[src/rtl/swctl_pkg.sv]
package swctl_pkg;
  localparam int ADDR_W   = 5;
  localparam int DATA_W   = 8;
  localparam int NUM_TRIG = 3;

  typedef enum logic [1:0] {
    PM_NORMAL  = 2'b00,
    PM_DEFAULT = 2'b01,
    PM_LOW     = 2'b10,
    PM_RSVD    = 2'b11
  } pm_mode_e;

  localparam logic [ADDR_W-1:0] ADDR_SWITCH = 5'h00;
  localparam logic [ADDR_W-1:0] ADDR_STATUS = 5'h1A;
  localparam logic [ADDR_W-1:0] ADDR_PMTRIG = 5'h1C;

  localparam int SOFT_RST_BIT = 7;
  localparam int SHORT_BIT    = 6;
  localparam int MODE_LSB     = 6;
  localparam int MASK_LSB     = NUM_TRIG;
  localparam int FIRE_LSB     = 0;
endpackage

[src/rtl/swctl_pmtrig.sv]
module swctl_pmtrig
  import swctl_pkg::*;
(
  input  logic                clk,
  input  logic                rst,
  input  logic                wr_en,
  input  logic [ADDR_W-1:0]   addr,
  input  logic [DATA_W-1:0]   wdata,
  output logic [1:0]          pm_mode,
  output logic [NUM_TRIG-1:0] trig_mask,
  output logic [NUM_TRIG-1:0] trig_fire,
  output logic                clr_all
);
  pm_mode_e mode_q;
  logic     pm_hit;
  logic     pm_default_wr;
  logic     soft_rst_wr;

  assign pm_hit        = wr_en && (addr == ADDR_PMTRIG);
  assign pm_default_wr = pm_hit && (pm_mode_e'(wdata[MODE_LSB +: 2]) == PM_DEFAULT);
  assign soft_rst_wr   = wr_en && (addr == ADDR_STATUS) && wdata[SOFT_RST_BIT];
  assign clr_all       = pm_default_wr || soft_rst_wr;

  always_ff @(posedge clk) begin
    if (rst || clr_all) begin
      mode_q    <= PM_LOW;
      trig_mask <= '0;
    end else if (pm_hit) begin
      mode_q    <= pm_mode_e'(wdata[MODE_LSB +: 2]);
      trig_mask <= wdata[MASK_LSB +: NUM_TRIG];
    end
  end

  always_comb begin
    trig_fire = '0;
    if (pm_hit && !pm_default_wr) trig_fire = wdata[FIRE_LSB +: NUM_TRIG];
  end

  assign pm_mode = mode_q;
endmodule

[src/rtl/swctl_shadow_bank.sv]
module swctl_shadow_bank
  import swctl_pkg::*;
#(
  parameter int                    NUM_REGS = 1,
  parameter logic [2*NUM_REGS-1:0] TRIG_MAP = '0
) (
  input  logic                         clk,
  input  logic                         rst,
  input  logic                         clr,
  input  logic                         wr_en,
  input  logic [ADDR_W-1:0]            addr,
  input  logic [DATA_W-1:0]            wdata,
  input  logic [NUM_TRIG-1:0]          trig_mask,
  input  logic [NUM_TRIG-1:0]          trig_fire,
  output logic [NUM_REGS*DATA_W-1:0]   act_flat
);
  for (genvar i = 0; i < NUM_REGS; i++) begin : g_reg
    localparam int SEL = int'(TRIG_MAP[2*i +: 2]);
    if (SEL >= NUM_TRIG) begin : g_bad_sel
      $error("trigger index out of range");
    end
    logic [DATA_W-1:0] shadow_q;
    logic [DATA_W-1:0] live_q;
    logic              hit;

    assign hit = wr_en && (int'(addr) == i);

    always_ff @(posedge clk) begin
      if (rst || clr) begin
        shadow_q <= '0;
        live_q   <= '0;
      end else begin
        if (hit) shadow_q <= wdata;
        if (hit && trig_mask[SEL]) live_q <= wdata;
        else if (trig_fire[SEL])   live_q <= shadow_q;
      end
    end

    assign act_flat[i*DATA_W +: DATA_W] = live_q;
  end
endmodule

[src/rtl/swctl_out_decode.sv]
module swctl_out_decode
  import swctl_pkg::*;
#(
  parameter int NUM_THROWS = 4
) (
  input  logic                  clk,
  input  logic                  rst,
  input  logic [NUM_THROWS-1:0] throw_req,
  input  logic                  short_req,
  input  logic [1:0]            pm_mode,
  output logic [NUM_THROWS-1:0] throw_en,
  output logic                  gnd_short
);
  logic active;
  assign active = (pm_mode_e'(pm_mode) == PM_NORMAL);

  always_ff @(posedge clk) begin
    if (rst) begin
      throw_en  <= '0;
      gnd_short <= 1'b0;
    end else begin
      throw_en  <= (active && !short_req) ? throw_req : '0;
      gnd_short <= active && short_req;
    end
  end
endmodule

[src/rtl/swctl_regfile.sv]
module swctl_regfile
  import swctl_pkg::*;
#(
  parameter int                    NUM_THROWS = 4,
  parameter int                    NUM_REGS   = 1,
  parameter logic [2*NUM_REGS-1:0] TRIG_MAP   = '0
) (
  input  logic                  clk,
  input  logic                  rst,
  input  logic                  wr_en,
  input  logic                  rd_en,
  input  logic [4:0]            addr,
  input  logic [7:0]            wdata,
  output logic [7:0]            rdata,
  output logic [NUM_THROWS-1:0] throw_en,
  output logic                  gnd_short
);
  localparam int SW_IDX = int'(ADDR_SWITCH);

  logic [1:0]                 pm_mode;
  logic [NUM_TRIG-1:0]        trig_mask;
  logic [NUM_TRIG-1:0]        trig_fire;
  logic                       clr_all;
  logic [NUM_REGS*DATA_W-1:0] act_flat;
  logic [DATA_W-1:0]          sw_live;
  logic [DATA_W-1:0]          rd_mux;

  swctl_pmtrig u_pmtrig (
    .clk(clk), .rst(rst), .wr_en(wr_en), .addr(addr), .wdata(wdata),
    .pm_mode(pm_mode), .trig_mask(trig_mask), .trig_fire(trig_fire),
    .clr_all(clr_all)
  );

  swctl_shadow_bank #(.NUM_REGS(NUM_REGS), .TRIG_MAP(TRIG_MAP)) u_bank (
    .clk(clk), .rst(rst), .clr(clr_all), .wr_en(wr_en), .addr(addr),
    .wdata(wdata), .trig_mask(trig_mask), .trig_fire(trig_fire),
    .act_flat(act_flat)
  );

  assign sw_live = act_flat[SW_IDX*DATA_W +: DATA_W];

  swctl_out_decode #(.NUM_THROWS(NUM_THROWS)) u_dec (
    .clk(clk), .rst(rst),
    .throw_req(sw_live[NUM_THROWS-1:0]), .short_req(sw_live[SHORT_BIT]),
    .pm_mode(pm_mode), .throw_en(throw_en), .gnd_short(gnd_short)
  );

  always_comb begin
    rd_mux = '0;
    if (addr == ADDR_PMTRIG) rd_mux = {pm_mode, trig_mask, {NUM_TRIG{1'b0}}};
    for (int i = 0; i < NUM_REGS; i++) begin
      if (int'(addr) == i) rd_mux = act_flat[i*DATA_W +: DATA_W];
    end
  end

  always_ff @(posedge clk) begin
    if (rst)        rdata <= '0;
    else if (rd_en) rdata <= rd_mux;
  end
endmodule

[config.mk]
export PLATFORM = sky130hd
export DESIGN_NAME = swctl_regfile
export DESIGN_NICKNAME = d
export VERILOG_FILES = /design/src/rtl/swctl_pkg.sv /design/src/rtl/swctl_pmtrig.sv /design/src/rtl/swctl_shadow_bank.sv /design/src/rtl/swctl_out_decode.sv /design/src/rtl/swctl_regfile.sv
export SDC_FILE = /design/constraint.sdc
export NUM_CORES = 1
export LEC_CHECK = 0
export BUFFER_PORTS_ARGS = -buffer_cell sky130_fd_sc_hd__buf_4
export CAP_MARGIN = 20
export CORE_MARGIN = 4
export CORE_UTILIZATION = 52
export DETAILED_ROUTE_END_ITERATION = 10
export GPL_TIMING_DRIVEN = 0
export HOLD_SLACK_MARGIN = 0.08
export PLACE_DENSITY = 0.85
export SETUP_SLACK_MARGIN = 0.2
export SLEW_MARGIN = 40
export SYNTH_ARGS = -nofsm -noshare
export SYNTH_HDL_FRONTEND = slang
export SYNTH_SLANG_ARGS = --single-unit
[constraint.sdc]
create_clock -name clk -period 2.3 [get_ports clk]
set_clock_uncertainty 0.1 [all_clocks]
set_input_delay 0.46 -clock clk [delete_from_list [all_inputs] [get_ports clk]]
set_output_delay 0.46 -clock clk [all_outputs]
set_load 0.01 [all_outputs]
# After elaboration in Yosys (flattened, before gate mapping)

Cells that the tools add are included.

Bits in registers: 34
Bits of input ports: 17
Output and inout bits: 13

Equality and inequality tests: 3
Mux-type cells: 5
Bitwise gates (word level): 1
Reductions and logical operators: 17

Operator list:

| cell                 | count |
|---|---|
| $mux W8              | 4 |
| $eq A5 B5 Y1 const B | 2 |
| $logic_and A1 B1 Y1  | 9 |
| $logic_not A5 Y1     | 1 |
| $eq A2 B1 Y1 const B | 1 |
| $logic_not A1 Y1     | 2 |
| $logic_not A2 Y1     | 1 |
| $logic_or A1 B1 Y1   | 2 |
| $reduce_bool A2 Y1   | 1 |
| $reduce_or A2 Y1     | 1 |
| $mux W1              | 1 |
| $not A1 Y1           | 1 |

# Depth between registers and ports, before layout

Gate-level depths: netlist of run 1.

Depth after elaboration: 8
Mapped depth: 6

# Cells and area by module

Synthesis of run 1 repeated with hierarchy kept, for this count alone.

Cell total of the unflattened synthesis: 158
Area, all modules: 1545.2 um^2

By module, submodules not included:

| module            | times used | cells an instance | area an instance (um^2) | seq. area each (um^2) |
|---|---|---|---|---|
| swctl_shadow_bank | 1          | 73                | 719.4                   | 320.3 |
| swctl_regfile     | 1          | 43                | 395.4                   | 160.2 |
| swctl_pmtrig      | 1          | 31                | 284.0                   | 100.1 |
| swctl_out_decode  | 1          | 11                | 146.4                   | 100.1 |

# Worst setup path after synthesis of run 1

No wires, ideal clock.

Path kind: input-to-reg
Start: input port addr[1]
End: register u_bank.g_reg[0].live_q[6] (netlist: u_bank.act_flat[6])
Setup time: 153 ps
Data arrival time: 1586 ps
Data required time: 2047 ps
Slack: 461 ps
Stages: 5
Buffers on the path: 1
Cell sequence: nor4_1 > nand4b_1 > clkbuf_1 > nor2_1 > a311oi_2

Cells in the longest elaborated chain, start to end: 7
Elaborated cells between the ends (all ways): 16
Classes of those cells: eq/ne (2); mux (2); reduce/logical (12)

Ends and longest elaborated chain:

| item                         | line                    | text |
|---|---|---|
| start, declared              | swctl_regfile.sv:12     | `input logic [4:0] addr,` |
| $eq A5 B5 Y1                 | swctl_pmtrig.sv:19      | `assign pm_hit = wr_en && (addr == ADDR_PMTRIG);` |
| $logic_and A1 B1 Y1          | swctl_pmtrig.sv:19      |  |
| $logic_and A1 B1 Y1          | swctl_pmtrig.sv:20      | `assign pm_default_wr = pm_hit && (pm_mode_e'(wdata[MODE_LSB +: 2]) == PM_DEFAULT);` |
| $logic_not A1 Y1             | swctl_pmtrig.sv:36      | `if (pm_hit && !pm_default_wr) trig_fire = wdata[FIRE_LSB +: NUM_TRIG];` |
| $logic_and A1 B1 Y1          | swctl_pmtrig.sv:36      |  |
| $mux W1                      | swctl_pmtrig.sv:36      |  |
| $reduce_bool A2 Y1 (no line) | --                      |  |
| end signal, assigned         | swctl_shadow_bank.sv:34 | `if (hit && trig_mask[SEL]) live_q <= wdata;` |
| end signal, assigned         | swctl_shadow_bank.sv:35 | `else if (trig_fire[SEL]) live_q <= shadow_q;` |
| end, declared                | swctl_shadow_bank.sv:23 | `logic [DATA_W-1:0] live_q;` |

Several ways; a longest one is shown, not always the timed one.
A chain may end at the register's enable or synchronous reset.

# Worst setup path in the final report of run 1

Start: input port addr[1]
End: register u_bank.g_reg[0].live_q[7] (netlist: u_bank.act_flat[7])

The elaborated chain is that of the path after synthesis.

==> metrics.yaml, run 1 <==
layout:
  finalNetCount: 199
  multi_input_area_um2: 676
  drive_gt1_frac: 0.268
  regArea_um2: 681
  antenna_cells: 0
  n_fill_cell: 212
  areaGrowthSynthToFinish_pct: 22.7
floorplanning:
  num_io_pins: 30
  rows: 18
  initial_core_util: 0.556
  die_y_um: 60.1
  die_area_um2: 3620
  die_w_um: 60.1
  coreArea_um2: 2540
sta:
  tightest_slew_ns: 0.586
  grt_setup_unrepaired: "no"
  slew_headroom: 0.606
  setup_tns_ns: 0
  finalCritPeriodShare: 0.769
  setup_viol: 0
  finalHoldViolations: 0
  maxSlewViolCount: 0
  fmax_ghz: 0.566
  finalCriticalPeriod_ns: 1.77
clocking:
  cts_resized: 0
  postCtsSetupBuffers: 0
  clock_sinks: 34
  ctsHoldBuffers: 0
  cts_htree_levels: 2
  numCtsBuffers: 5
  clk_pin_slew_ns: 0.11
  cts_tree: "done"
  insertion_delay_ns: 0.34
  cts_root_buffer: "clkbuf_4"
  clk_path_buf_depth: 2
power_and_ir_drop:
  power_uw: 1030
  powerDensity_nw_per_um2: 594
  p_leak_uw: 0.000703
  ir_worst_vdd_mv: 0.538
logic_synthesis:
  synth.area.top_cells: "dfxtp_1 (48%), mux2i_1 (8.5%), a311oi_2 (7.4%)"
  synth.net_count: 163
  netlist_area_um2: 1410
  ys_ff_latch: 34
  ys_seq_area_frac: 0.481
  synth_top_area_frac: 0.481
  avgSynthCellArea_um2: 9.68
  synth_top_cell_by_area: "dfxtp_1"
  synthDistinctLibCells: 28
  synth_warnings: 0
  synthCells: 146
setup_path:
  cp_max_fo: 10
  crit_slowest_cell: "nor4_1"
  critPathLaunchType: "input port"
  max_stage_delay_ns: 0.40
  endpoint_kind: "flip-flop"
  crit_chain: "buf_4 > nor4_1 > nand4b_1 > clkbuf_2 > a311oi_2"
  crit_type: "input port to flip-flop"
  crit_buf_inv: 2
  worstPathArrival_ns: 1.93
  crit_family: "simple AND/OR/NAND/NOR gates"
  cp_data_required_time_ns: 2.46
grt:
  track_usage: 0.206
  grt_max_degree: 12
  grt.overflow.total: 0
  grt_pass1_wl_mm: 5.43
  grt_antenna_before_repair: 0
  grt_pass1_vias: 1181
drt:
  routed-via-count: 1189
  drc: 0
  routedWlPerCell_um: 15.1
  drt_first_pass_iters: 4
  drtIter0Drc: 34
  ant_nets: 0
  avgViaCountPerCell: 5.58
  totalWireLength_mm: 3.22
placement:
  dp_hpwl_mm: 2.46
  gp_congestion: 0.775
  portBuffers: 29
status:
  status: "complete, no violations"
job:
  max_cap_violations: 0
hold_path:
  hp-class: "input port to flip-flop"
[through the flow]
| step | hold WS (ns) | cell area [um^2] | std cells | worst slack [ns] | utilization |
|---|---|---|---|---|---|
| 2_1_floorplan | 0.341 | 1410 | 146 | 0.461 | - |
| 3_3_place_gp | 0.357 | 1670 | 205 | 0.0952 | 0.656 |
| 3_5_place_dp | 0.358 | 1670 | 205 | 0.108 | 0.656 |
| 4_1_cts | 0.275 | 1730 | 213 | 0.476 | 0.681 |
| 5_1_grt | 0.279 | 1730 | 213 | 0.292 | 0.681 |
| 6_report | 0.279 | 1730 | 213 | 0.532 | 0.681 |
[worst paths after layout]
path         cells after the start                          end             startpoint  slack (ns)
min reg2reg                      2                     rdata[1]               rdata[1]        0.37
max reg2reg                      3           u_bank.act_flat[7]  u_pmtrig.trig_mask[0]        0.84
max                              5           u_bank.act_flat[7]                addr[1]        0.53
min                              3  u_bank.g_reg[0].shadow_q[4]               wdata[4]        0.28
[layout by cell type, fill, tap and decap left out, types with 5 or more instances in the layout]
| cell | synthesis | final |
|---|---|---|
| dfxtp_1 | 34 | 34 |
| buf_4 | 0 | 29 |
| nor2_1 | 24 | 24 |
| nand2_1 | 14 | 14 |
| mux2i_1 | 12 | 12 |
| a311oi_2 | 7 | 7 |
| and2_1 | 6 | 6 |
| a22oi_1 | 5 | 5 |
| a211oi_1 | 5 | 5 |
| clkbuf_4 | 0 | 5 |
[kinds of logic after synthesis]
group           count (synthesis)  synth area share
mux                            12            0.0850
compound gates                 24             0.162
simple gates                   65             0.231
buf+inv                        11            0.0407
flops                          34             0.481
[routing by layer]
metal  GRT usage  wire, um  vias to the layer above
met1       0.244      1350                      551
li1            -         -                      589
met2       0.338      1580                       39
met3      0.0734       220                       10
met5           0         0                        -
met4      0.0759        59                        0
[Yosys cell counts, drive strengths merged]
cell and instances:
nand3b 1, inv 2, nand2 14, a311oi 7, mux2i 12, and4 1, a311o 1, nand2b 4
nor2 24, buf 4, nand4 2, nor4b 2, dfxtp 34, o2bb2a 1, a211oi 5, a22oi 5
nand4b 1, and4bb 1, a211o 1, and2 7, nor4 2, nand3 4, clkbuf 5, nor2b 2
a21oi 4
[power by group]
group          internal (uW)  switching, uW  total [uW]
sequential               594           3.29         598
combinational           37.9           40.4        78.3
clock                    147            208         355
[registers in the layout (all words and copies together) (netlist names)]
| signal | flops |
|---|---|
| rdata | 8 |
| u_dec.gnd_short | 1 |
| u_pmtrig.trig_mask | 3 |
| u_bank.g.shadow_q | 8 |
| u_bank.act_flat | 8 |
| u_dec.throw_en | 4 |
| u_pmtrig.pm_mode | 2 |
[tightest hold or removal path: cells and delay by family]
| family | cells | cell delay, ns |
|---|---|---|
| mux | 1 | 0.06 |
| simple gates | 1 | 0.07 |
| buf+inv | 1 | 0.10 |
[cell type report]
type / count / share of cell area
timing repair buffer: 29 / 0.126
clock buffer: 6 / 0.0296
tap: 30 / 0.0216
buffer: 9 / 0.0296
inverter: 2 / 0.00433
sequential: 34 / 0.392
clock inverter: 2 / 0.00722
multi-input combinational: 101 / 0.390
(Power assumes the default switching activity.)
==> inputs of run 2 (changes only) <==
--- a/config.mk
+++ b/config.mk
@@ -8,11 +8,11 @@
 export BUFFER_PORTS_ARGS = -buffer_cell sky130_fd_sc_hd__buf_4
 export CAP_MARGIN = 20
 export CORE_MARGIN = 4
-export CORE_UTILIZATION = 52
+export CORE_UTILIZATION = 47
 export DETAILED_ROUTE_END_ITERATION = 10
 export GPL_TIMING_DRIVEN = 0
 export HOLD_SLACK_MARGIN = 0.08
-export PLACE_DENSITY = 0.85
+export PLACE_DENSITY = 0.81
 export SETUP_SLACK_MARGIN = 0.2
 export SLEW_MARGIN = 40
 export SYNTH_ARGS = -nofsm -noshare
==> constraint.sdc (replaced) <==
create_clock -name clk -period 1.5 [get_ports clk]
set_clock_uncertainty 0.1 [all_clocks]
set_input_delay 0.3 -clock clk [delete_from_list [all_inputs] [get_ports clk]]
set_output_delay 0.3 -clock clk [all_outputs]
set_load 0.01 [all_outputs]
==> metrics.yaml, run 2 (synthesis gave the netlist of run 1 again) <==
status:
  status: "complete, no violations"
grt:
  grt_max_degree: 13
  grt_pass1_vias: 1219
  grt.overflow.total: 0
  grt_pass1_wl_mm: 5.31
  track_usage: 0.171
  grt_antenna_before_repair: 0
sta:
  slew_headroom: 0.719
  hold-worst-slack_ns: 0.114
  tightest_slew_ns: 0.422
  setup_tns_ns: 0
  grt_setup_unrepaired: "yes"
  setup_viol: 0
  finalCriticalPeriod_ns: 1.38
  finalCritPeriodShare: 0.920
  finalHoldViolations: 0
  fmax_ghz: 0.725
  maxSlewViolCount: 0
setup_path:
  crit_cells: 7
  cp-endpoint: "u_bank.act_flat[4]"
  crit_buf_inv: 3
  crit_type: "input port to flip-flop"
  rr_worst_depth: 3
  crit_chain: "buf_8 > and4bb_1 > and2_4 > buf_6 > a311o_1 > buf_2 > a311oi_2"
  r2r-start: "u_pmtrig.trig_mask[0]"
  regToRegEndpoint: "u_bank.act_flat[7]"
  critPathLaunchType: "input port"
  max_stage_delay_ns: 0.32
  worstPathArrival_ns: 1.52
  startpoint: "addr[4]"
  endpoint_kind: "flip-flop"
  crit_family: "compound AO/OA/AOI/OAI gates"
  cp_max_fo: 5
  crit_slowest_cell: "a311o_1"
  ff2ff_setup_slack_ns: 0.21
  cp_data_required_time_ns: 1.65
layout:
  multi_input_area_um2: 706
  n_fill_cell: 236
  final_cell_mix: "dfxtp_1 (34), buf_4 (32), nor2_1 (24)"
  areaGrowthSynthToFinish_pct: 34.2
  antenna_cells: 0
  drive_gt1_frac: 0.332
  regArea_um2: 681
  final_area_um2: 1900
  layout_commonest_cell: "dfxtp_1"
  final_cells: 221
  finalNetCount: 206
floorplanning:
  initial_core_util: 0.504
  rows: 19
  num_io_pins: 30
  coreArea_um2: 2810
  die_y_um: 62.8
  die_area_um2: 3950
  die_w_um: 62.8
clocking:
  clock_sinks: 34
  clk_pin_slew_ns: 0.11
  insertion_delay_ns: 0.33
  cts_htree_levels: 2
  cts_tree: "done"
  clk_path_buf_depth: 2
  cts_root_buffer: "clkbuf_4"
  ctsHoldBuffers: 0
  numCtsBuffers: 5
placement:
  dp_cells: 206
  dp_hpwl_mm: 2.35
  placed_cell_area_um2: 1690
  portBuffers: 29
  gp_congestion: 0.757
hold_path:
  hp-class: "input port to flip-flop"
  min_path_cells: 3
drt:
  totalWireLength_mm: 3.15
  routedWlPerCell_um: 14.3
  ant_nets: 0
  routed-via-count: 1222
  drc: 0
  drtIter0Drc: 53
  drt_first_pass_iters: 4
  avgViaCountPerCell: 5.53
job:
  max_cap_violations: 0
power_and_ir_drop:
  power_uw: 1890
  ir_worst_vdd_mv: 0.876
  powerDensity_nw_per_um2: 998
  p_leak_uw: 0.000781
run 2: changes by cell type in the layout (fill, tap and decap cells not counted), moves of 2 or more:
cell       previous run  this run
buf_6                 2         5
buf_8                 0         2
buf_4                29        32
bufinv_16             0         2
nor4_1                2         0
clkbuf_1              4         2
clkbuf_4              5         7
run 2: worst min path at each step:
| stage | startpoint | end | slack (ns) |
|---|---|---|---|
| 2_1_floorplan | wdata[7] | u_pmtrig.pm_mode[1] | 0.32 |
| 3_5_place_dp | rdata[2] | rdata[2] | 0.36 |
| 6_report | wdata[1] | u_bank.g_reg[0].shadow_q[1] | 0.11 |
| 3_3_place_gp | rdata[0] | rdata[0] | 0.36 |
| 4_1_cts | wdata[7] | u_pmtrig.pm_mode[1] | 0.11 |
| 5_1_grt | wdata[7] | u_pmtrig.pm_mode[1] | 0.11 |
run 2: per-layer routing:
| layer | global-route usage | up-vias | wire length [um] |
|---|---|---|---|
| met5 | 0 | - | 0 |
| met4 | 0.0716 | 0 | 52 |
| met3 | 0.0468 | 8 | 160 |
| met2 | 0.304 | 36 | 1610 |
| met1 | 0.192 | 573 | 1330 |
| li1 | - | 605 | - |
run 2: stage by stage:
stage	utilization	setup WS, ns
finish	0.677	0.120
global route	0.677	0.0928
CTS	0.665	0.121
detailed placement	0.603	-0.323
global placement	0.603	-0.284
floorplan	-	-0.0613
run 2: final cells by class:
| type | count | area share |
|---|---|---|
| Multi-Input combinational cell | 101 | 0.372 |
| Sequential cell | 34 | 0.359 |
| Timing Repair Buffer | 36 | 0.153 |
| Clock inverter | 3 | 0.0363 |
| Buffer | 9 | 0.0363 |
| Tap cell | 31 | 0.0204 |
| Clock buffer | 5 | 0.0198 |
| Inverter | 2 | 0.00396 |
run 2: worst register-to-register path, stage by stage, from the launching register on:
cell and delay [ns]:
dfxtp_1 0.38, nand4b_1 0.20, clkbuf_4 0.27, a311oi_2 0.25
run 2: what timing repair did:
item | in CTS | in global routing
setup endpoints to repair | 21 | 28
endpoints found under the hold margin | 0 | 0
gates resized for setup | 8 | 8
cloned | 1 | 0
setup buffers | 5 | 1
pin swaps | 1 | 0
run 2: power breakdown:
part | switching [uW] | internal [uW]
clock | 315 | 521
combinational | 67.7 | 72.9
sequential | 4.88 | 912
total | 388 | 1510
